`src/rtl/tw_pkg.sv`:
```
package tw_pkg;
  typedef enum logic [1:0] {ST_IDLE, ST_GO, ST_RUN} tw_state_e;

  function automatic int ceil_div(input int num, input int den);
    return (num + den - 1) / den;
  endfunction
endpackage

```
`src/rtl/tw_sync.sv`:
```
module tw_sync #(
  parameter int W      = 3,
  parameter int STAGES = 2
) (
  input  logic         clk,
  input  logic         rst,
  input  logic [W-1:0] d,
  output logic [W-1:0] q
);
  for (genvar g = 0; g < W; g++) begin : g_bit
    logic [STAGES-1:0] chain;
    always_ff @(posedge clk) begin
      if (rst) chain <= '1;
      else     chain <= {chain[STAGES-2:0], d[g]};
    end
    assign q[g] = chain[STAGES-1];
  end
endmodule

```
`src/rtl/tw_seq.sv`:
```
module tw_seq
  import tw_pkg::*;
#(
  parameter int CLK_NS = 10,
  parameter int GO_NS  = 1000
) (
  input  logic clk,
  input  logic rst,
  input  logic start,
  input  logic mode_fmk,
  input  logic dbusy_s,
  input  logic fbusy_s,
  output logic go_n,
  output logic wrt_n,
  output logic wfm_n,
  output logic data_rec,
  output logic rec_start,
  output logic rec_done
);
  localparam int GO_RAW = ceil_div(GO_NS, CLK_NS);
  localparam int GO_CYC = (GO_RAW < 1) ? 1 : GO_RAW;
  localparam int CW     = $clog2(GO_CYC + 1);

  tw_state_e       state;
  logic [CW-1:0]   cnt;
  logic            fmk;
  logic            seen;
  logic            watch;

  assign watch     = fmk ? fbusy_s : dbusy_s;
  assign rec_start = (state == ST_IDLE) && start;
  assign rec_done  = (state == ST_RUN) && seen && watch;
  assign data_rec  = (state != ST_IDLE) && !fmk;

  always_ff @(posedge clk) begin
    if (rst) begin
      state <= ST_IDLE;
      cnt   <= '0;
      fmk   <= 1'b0;
      seen  <= 1'b0;
      go_n  <= 1'b1;
      wrt_n <= 1'b1;
      wfm_n <= 1'b1;
    end else begin
      case (state)
        ST_IDLE: if (start) begin
          state <= ST_GO;
          cnt   <= '0;
          fmk   <= mode_fmk;
          seen  <= 1'b0;
          go_n  <= 1'b0;
          wrt_n <= 1'b0;
          wfm_n <= !mode_fmk;
        end
        ST_GO: begin
          cnt <= cnt + 1'b1;
          if (!watch) seen <= 1'b1;
          if (cnt == CW'(GO_CYC - 1)) begin
            go_n  <= 1'b1;
            state <= ST_RUN;
          end
        end
        ST_RUN: begin
          if (!watch) seen <= 1'b1;
          if (rec_done) begin
            wrt_n <= 1'b1;
            wfm_n <= 1'b1;
            fmk   <= 1'b0;
            state <= ST_IDLE;
          end
        end
        default: state <= ST_IDLE;
      endcase
    end
  end
endmodule

```
`src/rtl/tw_hold.sv`:
```
module tw_hold #(
  parameter int DATA_W = 8
) (
  input  logic              clk,
  input  logic              rst,
  input  logic              rec_start,
  input  logic              rec_done,
  input  logic              data_rec,
  input  logic [DATA_W-1:0] in_data,
  input  logic              in_valid,
  input  logic              in_last,
  input  logic              strobe_fall,
  input  logic              strobe_rise,
  output logic              in_ready,
  output logic [DATA_W-1:0] wd_n,
  output logic              wp_n,
  output logic              lwd_n,
  output logic              underrun,
  output logic              hold_full,
  output logic              last_taken,
  output logic              lines_on
);
  logic [DATA_W-1:0] enc;
  logic              load;

  for (genvar g = 0; g < DATA_W; g++) begin : g_rev
    assign enc[g] = ~in_data[DATA_W-1-g];
  end

  assign in_ready = data_rec && !hold_full && !last_taken;
  assign load     = in_ready && in_valid;

  always_ff @(posedge clk) begin
    if (rst) begin
      hold_full  <= 1'b0;
      last_taken <= 1'b0;
      wd_n       <= '1;
      wp_n       <= 1'b1;
      lwd_n      <= 1'b1;
      underrun   <= 1'b0;
      lines_on   <= 1'b0;
    end else if (rec_done) begin
      hold_full  <= 1'b0;
      last_taken <= 1'b0;
      wd_n       <= '1;
      wp_n       <= 1'b1;
      lwd_n      <= 1'b1;
      lines_on   <= 1'b0;
    end else begin
      if (rec_start) begin
        underrun   <= 1'b0;
        last_taken <= 1'b0;
        hold_full  <= 1'b0;
      end
      if (load) begin
        hold_full <= 1'b1;
        wd_n      <= enc;
        wp_n      <= ^in_data;
        lines_on  <= 1'b1;
        if (in_last) begin
          last_taken <= 1'b1;
          lwd_n      <= 1'b0;
        end
      end else if (strobe_rise && hold_full) begin
        hold_full <= 1'b0;
      end
      if (strobe_fall && !hold_full && data_rec) underrun <= 1'b1;
    end
  end
endmodule

```
`src/rtl/tape_wr_xmit.sv`:
```
module tape_wr_xmit #(
  parameter int DATA_W      = 8,
  parameter int CLK_NS      = 10,
  parameter int GO_NS       = 1000,
  parameter int LEAD_NS     = 300,
  parameter int SYNC_STAGES = 2
) (
  input  logic              clk,
  input  logic              rst,
  input  logic              start,
  input  logic              mode_fmk,
  input  logic [DATA_W-1:0] in_data,
  input  logic              in_valid,
  input  logic              in_last,
  output logic              in_ready,
  input  logic              wstr_n,
  input  logic              dbusy_n,
  input  logic              fbusy_n,
  output logic [DATA_W-1:0] wd_n,
  output logic              wp_n,
  output logic              lwd_n,
  output logic              go_n,
  output logic              wrt_n,
  output logic              wfm_n,
  output logic              underrun
);
  logic [2:0] sync_q;
  logic       wstr_s, dbusy_s, fbusy_s;
  logic       wstr_prev;
  logic       strobe_fall, strobe_rise;
  logic       data_rec, rec_start, rec_done;
  logic       hold_full, last_taken, lines_on;

  tw_sync #(.W(3), .STAGES(SYNC_STAGES)) u_sync (
    .clk(clk), .rst(rst), .d({fbusy_n, dbusy_n, wstr_n}), .q(sync_q)
  );
  assign wstr_s  = sync_q[0];
  assign dbusy_s = sync_q[1];
  assign fbusy_s = sync_q[2];

  always_ff @(posedge clk) begin
    if (rst) wstr_prev <= 1'b1;
    else     wstr_prev <= wstr_s;
  end
  assign strobe_fall = wstr_prev && !wstr_s;
  assign strobe_rise = !wstr_prev && wstr_s;

  tw_seq #(.CLK_NS(CLK_NS), .GO_NS(GO_NS)) u_seq (
    .clk(clk), .rst(rst), .start(start), .mode_fmk(mode_fmk),
    .dbusy_s(dbusy_s), .fbusy_s(fbusy_s),
    .go_n(go_n), .wrt_n(wrt_n), .wfm_n(wfm_n),
    .data_rec(data_rec), .rec_start(rec_start), .rec_done(rec_done)
  );

  tw_hold #(.DATA_W(DATA_W)) u_hold (
    .clk(clk), .rst(rst), .rec_start(rec_start), .rec_done(rec_done),
    .data_rec(data_rec), .in_data(in_data), .in_valid(in_valid),
    .in_last(in_last), .strobe_fall(strobe_fall), .strobe_rise(strobe_rise),
    .in_ready(in_ready), .wd_n(wd_n), .wp_n(wp_n), .lwd_n(lwd_n),
    .underrun(underrun), .hold_full(hold_full), .last_taken(last_taken),
    .lines_on(lines_on)
  );
endmodule

```
`config.mk`:
```
export PLATFORM = sky130hd
export DESIGN_NAME = tape_wr_xmit
export DESIGN_NICKNAME = d
export VERILOG_FILES = /design/src/rtl/tw_pkg.sv /design/src/rtl/tw_sync.sv /design/src/rtl/tw_seq.sv /design/src/rtl/tw_hold.sv /design/src/rtl/tape_wr_xmit.sv
export SDC_FILE = /design/constraint.sdc
export NUM_CORES = 1
export LEC_CHECK = 0
export ABC_AREA = 1
export BUFFER_PORTS_ARGS = -buffer_cell sky130_fd_sc_hd__buf_2
export CORE_ASPECT_RATIO = 2
export CORE_MARGIN = 4
export CORE_UTILIZATION = 54
export CTS_CLUSTER_SIZE = 20
export DETAILED_ROUTE_END_ITERATION = 8
export HOLD_SLACK_MARGIN = 0.08
export MAX_ROUTING_LAYER = met4
export PLACE_DENSITY = 0.78
export SYNTH_ARGS = -nofsm -noshare
export SYNTH_HDL_FRONTEND = slang
export SYNTH_SLANG_ARGS = --single-unit
export TNS_END_PERCENT = 20
```
`constraint.sdc`:
```
create_clock -name clk -period 1.8 [get_ports clk]
set_clock_uncertainty 0.15 [all_clocks]
set_input_delay 0.45 -clock clk [delete_from_list [all_inputs] [get_ports clk]]
set_output_delay 0.45 -clock clk [all_outputs]
set_load 0.01 [all_outputs]
```
* Word level (Yosys, flattened, before mapping) *
Index checks and enable logic that the tools add are counted.

storage, ports and cells
  register bits after elaboration = 34
  input port bits = 17
  output and inout port bits = 15
  logic and storage cells = 95

operators by class
  add/subtract/negate cells = 1
  equality and inequality tests = 7
  mux-type cells = 26
  bitwise logic cells = 9
  reduce and logical (&&, ||, !) cells = 35

operator list
  cell                                                             number
  1-bit 2-to-1 mux                                                 15
  7-bit one-hot mux with 2 select lines                            1
  1-bit logical AND                                                12
  3-bit AND reduction                                              4
  1-bit one-hot mux with 2 select lines                            5
  2-bit nonzero test                                               5
  1-bit inverter                                                   9
  8-bit XOR reduction                                              1
  7-bit by 1-bit adder with 7-bit output, second input constant    1
  7-bit == test, second input constant                             1
  7-bit 2-to-1 mux                                                 1
  1-bit zero test                                                  6
  2-bit 2-to-1 mux                                                 3
  2-bit != test, second input constant                             3
  2-bit one-hot mux with 3 select lines                            1
  2-bit AND reduction                                              3
  2-bit OR reduction                                               2
  3-bit nonzero test                                               1
  2-bit by 1-bit == test with 1-bit output, second input constant  1
  2-bit == test, second input constant                             1
  2-bit zero test                                                  1
  2-bit by 1-bit != test with 1-bit output, second input constant  1

* Depth between registers and ports, before layout *
  depth after elaboration = 6
  gate-level depth with buffers = 10
  depth with buffers taken out = 10

* Cells and area by module *
Synthesis repeated with hierarchy kept, for this count alone.

unflattened totals
  cells, all modules = 233
  area, all modules = 1,667.8 sq um

modules (own cells, without submodules)
  module        times used  cells an instance  area each (sq um)  sequential area each (sq um)
  tw_seq        1           102                754.5              280.3
  tw_hold       1           102                679.4              280.3
  tw_sync       1           22                 191.4              120.1
  tape_wr_xmit  1           7                  42.5               20.0

* Worst setup path after synthesis *
OpenSTA, ideal clock, no wires.

  path type = reg2reg
  from = reg u_seq.state[0]
  to = reg u_hold.wd_n[6]
  setup time = 124 ps
  arrival = 1,291 ps
  data required time = 1,526 ps
  slack = 234 ps
  stages on the path, launching flop included = 10
  path buffers = 1
  period minus slack after synthesis = 1,566 ps
  cells stage by stage = dfxtp_1 inv_1 ha_1 inv_2 nand3_4 nor2_4 nand2_4 buf_6 nand2_1 o211ai_2

on the way
  longest elaborated chain between the ends = 5
  elaborated cells on any way between the ends = 9
  those cells by class = eq/ne (1); reduce/logical (8)

RTL lines
  item                            RTL line            text
  from (decl)                     tw_seq.sv:24        tw_state_e state;
  from (signal assigned)          tw_seq.sv:37        state <= ST_IDLE;
  from (signal assigned)          tw_seq.sv:47        state <= ST_GO;
  from (signal assigned)          tw_seq.sv:60        state <= ST_RUN;
  2-bit nonzero test              tw_seq.sv:33        assign data_rec = (state != ST_IDLE) && !fmk;
  1-bit logical AND               tw_seq.sv:33
  1-bit logical AND (2 in a row)  tw_hold.sv:30       assign in_ready = data_rec && !hold_full && !last_taken;
  net in_ready                    tape_wr_xmit.sv:15  output logic in_ready,
  1-bit logical AND               tw_hold.sv:31       assign load = in_ready && in_valid;
  to (signal assigned)            tw_hold.sv:57       wd_n <= enc;
  to (decl)                       tw_hold.sv:15       output logic [DATA_W-1:0] wd_n,

The timed path passes the listed nets, and every way through them passes these cells.
A chain may end at the register's enable or synchronous reset.

* Worst setup path in the final report *
  from = reg u_seq.state[0]
  to = out in_ready

on the way
  longest elaborated chain between the ends = 4

RTL lines
  item                            RTL line
  2-bit nonzero test              tw_seq.sv:33
  1-bit logical AND               tw_seq.sv:33
  1-bit logical AND (2 in a row)  tw_hold.sv:30
  to (decl)                       tape_wr_xmit.sv:15

Every way passes these cells.

==> impl_metrics.csv <==
group,metric,value,unit
route,drc_errors,0,
sta,unrepaired_setup_endpoints_after_global_routing,"true",
setup_path,worstPathBufferInverterCount,3,
sta,max-slew-margin-rel,79.0,%
grt,grt_first_pass_wirelength,5.44,mm
sta,layout_worst_path_cycle_share,98.9,%
synthesis,yosysSeqAreaShare,42.0,%
route,route.final.wire_length,3.18,mm
layout,fillers,246,
layout,multiInputGateArea,853,um^2
setup_path,critical_path_type,"register to primary output",
sta,fmaxAchievable,0.561,GHz
pwr,design_power_total,0.00288,W
pwr,netSwitchingPower,0.00109,W
clock_network,clock_path_buffers,2,
floorplanning,die_y,85.5,um
synthesis,post_synth_inst_count,196,
pwr,internal-power,0.00180,W
floorplanning,die_w,46.7,um
synthesis,post-synth-top-count-cell,"sky130_fd_sc_hd__nand2_1",
synthesis,syn_avg_cell_area,8.27,um^2
setup_path,required,1.20,ns
route,dr_total_vias,1359,
placement,port_buffers,31,
synthesis,synthDistinctLibCells,33,
pwr,p_leak,0.950,nW
clock_network,cts_made_buffers,5,
pwr,share_seq_of_total_power,34.7,%
setup_path,crit_path_start_kind,"register",
clock_network,cts_htree_levels,2,
floorplanning,floorplan.initialDensity,57.8,%
synthesis,synth.top_cells.by_area,"sky130_fd_sc_hd__dfxtp_1 42%, sky130_fd_sc_hd__nand2_1 13%, sky130_fd_sc_hd__o211ai_2 6.2%, sky130_fd_sc_hd__a21oi_1 3.4%, sky130_fd_sc_hd__inv_1 3.2%",
route,drtAntennaViolNets,0,
sta,final_number_of_max_transition_violations,0,
run_status,outcome,"complete, no violations",
floorplanning,design.core.area,2800,um^2
grt,grt_remaining_overflow,0,
setup_path,r2r_cells,10,
sta,final.hold.worst_slack,0.195,ns
grt,number_of_antenna_violations_at_the_first_check_in_global_routing,0,
route,drt-vias-per-instance,5.03,
pwr,clock_power_share,19.6,%
route,firstDrtPassIters,2,
setup_path,critical_path_depth,6,
grt,via_count_of_the_first_global_routing_pass,1375,
setup_path,crit_end,"in_ready",
floorplanning,die_area,3990,um^2
synthesis,mappedNetlistArea,1620,um^2
synthesis,post_synth_most_frequent_cells,"56 x sky130_fd_sc_hd__nand2_1, 34 x sky130_fd_sc_hd__dfxtp_1, 14 x sky130_fd_sc_hd__inv_1",
synthesis,most_used_dff_post_synth,"sky130_fd_sc_hd__dfxtp_1",
synthesis,async_flop_share,0,%
setup_path,maximum_single_stage_delay_on_the_critical_path,0.33,ns
sta,timing_worst_slew_pin_value,0.315,ns
pwr,ir_worst_vdd,891,uV
setup_path,worst_ep_arrival_time,1.18,ns
placement,detailed_place_hpwl,2.52,mm
grt,grt_start_max_net_pins,19,
floorplanning,fp-row-count,27,
route,routedWlPerCell,11.8,um
layout,nets,261,
setup_path,regToRegEndpoint,"u_hold.wp_n",
setup_path,cp_cell_sequence,"inv_2, ha_4, inv_4, nand3_4, nor2_4, buf_6",
synthesis,synth_area_leader_cell,"sky130_fd_sc_hd__dfxtp_1",
run,max-cap-violations,0,
layout,fin_util,70.5,%
synthesis,synth-edff-count,0,
pwr,power.density_cell_area,1460,nW/um^2
synthesis,synth_top_area_share,42.0,%
synthesis,postSynthNetCount,217,
pwr,netSwitchingFraction,37.6,%
synthesis,yosys_warnings,0,
layout,final_layout_size_suffix_gt1_share,35.7,%
layout,antenna_cells_inserted,0,
setup_path,worstSetupStartpoint,"u_seq.state[0]",
clock_network,cts_root_buf,"sky130_fd_sc_hd__clkbuf_8",
clock_network,clock-sinks,34,
clock_network,tritoncts,"yes",
worst_hold_path,min_path_type,"input pin to register",
layout,ff_latch_area,683,um^2
sta,fin_crit_period,1.78,ns
setup_path,critical_path_peak_fanout,2,
sta,setup_viol,0,
sta,hold_viol_final,0,
layout,syn_to_final_growth,21.9,%
pwr,power.combinational.fraction,45.7,%
setup_path,origin_of_the_critical_flop_to_flop_path,"u_seq.state[0]",
clock_network,clk-insertion-delay-late,0.29,ns
setup_path,worst_setup_path_end_kind,"primary output",
clock_network,clkTransAtPathRegs,0.06,ns
grt,grt.total_usage,19.1,%
placement,placedCellCount,255,
placement,globalplace.congestion,0.822,
floorplanning,design.portCount,32,
sta,setup_total_negative_slack,0,ns
synthesis,synth_seq_cells,34,
route,drtIter0Drc,18,
setup_path,r2r_slack,0.13,ns
setup_path,critical_path_top_delay_cell,"sky130_fd_sc_hd__dfxtp_2",
setup_path,path_delay_family,"flip-flops",
layout,finish.cell_count_without_fillers,270,
==> final cells by class <==
cell class	instances	area share, %
Multi-Input combinational cell	139	43.2
Sequential cell	34	34.6
Timing Repair Buffer	41	12.0
Clock buffer	7	4.37
Inverter	19	3.80
Tap cell	29	1.84
Clock inverter	1	0.253
==> power by group through the flow <==
stage	Sequential (W)	Clock, W	Combinational [W]
5_1_grt	0.00102	0.000614	0.00147
3_5_place_dp	0.00101	0	0.00111
3_3_place_gp	0.00101	0	0.00108
4_1_cts	0.00100	0.000590	0.00129
6_report	0.00100	0.000564	0.00132
2_1_floorplan	0.00105	0	0.000799
==> routing by layer <==
layer	wire [um]	share of wire (%)	vias to the layer above	track usage, %
met1	1080	34	604	15.4
li1	-	-	719	-
met4	64	2.0	0	8.82
met2	1860	59	29	36.8
met5	0	0	-	-
met3	169	5.3	7	3.82
==> sequential cells by signal (all words and copies together) (netlist names), 2 cells and up <==
register and cells:
u_hold.wd_n 8, u_seq.cnt 7, u_seq.state 2, u_sync.g_bit.chain 6
==> through the flow <==
step | setup slack (ns) | area (um^2)
floorplan | 0.234 | 1620
global placement | 0.135 | 1800
detailed placement | 0.0839 | 1800
CTS | -0.000463 | 1960
global route | -0.0402 | 1980
finish | 0.0190 | 1980
==> cell usage in the layout (no fill, tap or decap), types with 2 or more instances in the layout <==
master | Yosys | final
sky130_fd_sc_hd__nand2_1 | 56 | 56
sky130_fd_sc_hd__xnor2_1 | 4 | 4
sky130_fd_sc_hd__or2_2 | 6 | 6
sky130_fd_sc_hd__dfxtp_2 | 0 | 2
sky130_fd_sc_hd__a21oi_1 | 11 | 11
sky130_fd_sc_hd__o21ai_2 | 2 | 2
sky130_fd_sc_hd__nor2_1 | 10 | 10
sky130_fd_sc_hd__nand2_4 | 3 | 2
sky130_fd_sc_hd__inv_2 | 4 | 5
sky130_fd_sc_hd__o21ai_0 | 4 | 4
sky130_fd_sc_hd__inv_1 | 14 | 12
sky130_fd_sc_hd__o211ai_2 | 8 | 8
sky130_fd_sc_hd__clkinv_2 | 1 | 2
sky130_fd_sc_hd__buf_4 | 0 | 10
sky130_fd_sc_hd__nand3_1 | 8 | 8
sky130_fd_sc_hd__buf_2 | 0 | 30
sky130_fd_sc_hd__clkbuf_8 | 0 | 6
sky130_fd_sc_hd__nand3b_1 | 2 | 2
sky130_fd_sc_hd__nand4_1 | 2 | 2
sky130_fd_sc_hd__nor3_1 | 2 | 2
sky130_fd_sc_hd__dfxtp_1 | 34 | 32
sky130_fd_sc_hd__nand2_2 | 2 | 2
sky130_fd_sc_hd__xor2_1 | 4 | 4
sky130_fd_sc_hd__ha_1 | 4 | 2
==> how the worst min path moves through the flow <==
stage | from | end | cells past startpoint
global placement | u_sync.g_bit[1].chain[0] | u_sync.g_bit[1].chain[1] | 1
global route | wstr_n | u_sync.g_bit[0].chain[0] | 2
detailed placement | u_sync.g_bit[1].chain[0] | u_sync.g_bit[1].chain[1] | 1
CTS | dbusy_n | u_sync.g_bit[1].chain[0] | 2
floorplan | u_sync.g_bit[0].chain[0] | u_sync.g_bit[0].chain[1] | 1
finish | dbusy_n | u_sync.g_bit[1].chain[0] | 2
==> timing repair <==
item | CTS | global route
pin swaps | 3 | 2
hold buffers | 0 | 0
cloned | 0 | 0
endpoints found under the setup margin | 1 | 3
buffers inserted | 6 | 1
gates resized for setup | 8 | 2
==> logic make-up after synthesis <==
| family | after synthesis | share of synthesized area (%) |
|---|---|---|
| xor gates and xnor gates | 8 | 4.32 |
| AOI/OAI and AO/OA | 29 | 13.7 |
| adders and majority gates | 4 | 3.09 |
| buffers and inverters | 23 | 6.79 |
| DFF | 34 | 42.0 |
| and+or+nand+nor | 98 | 30.0 |
Note: power is estimated with default switching activity, not from simulation.
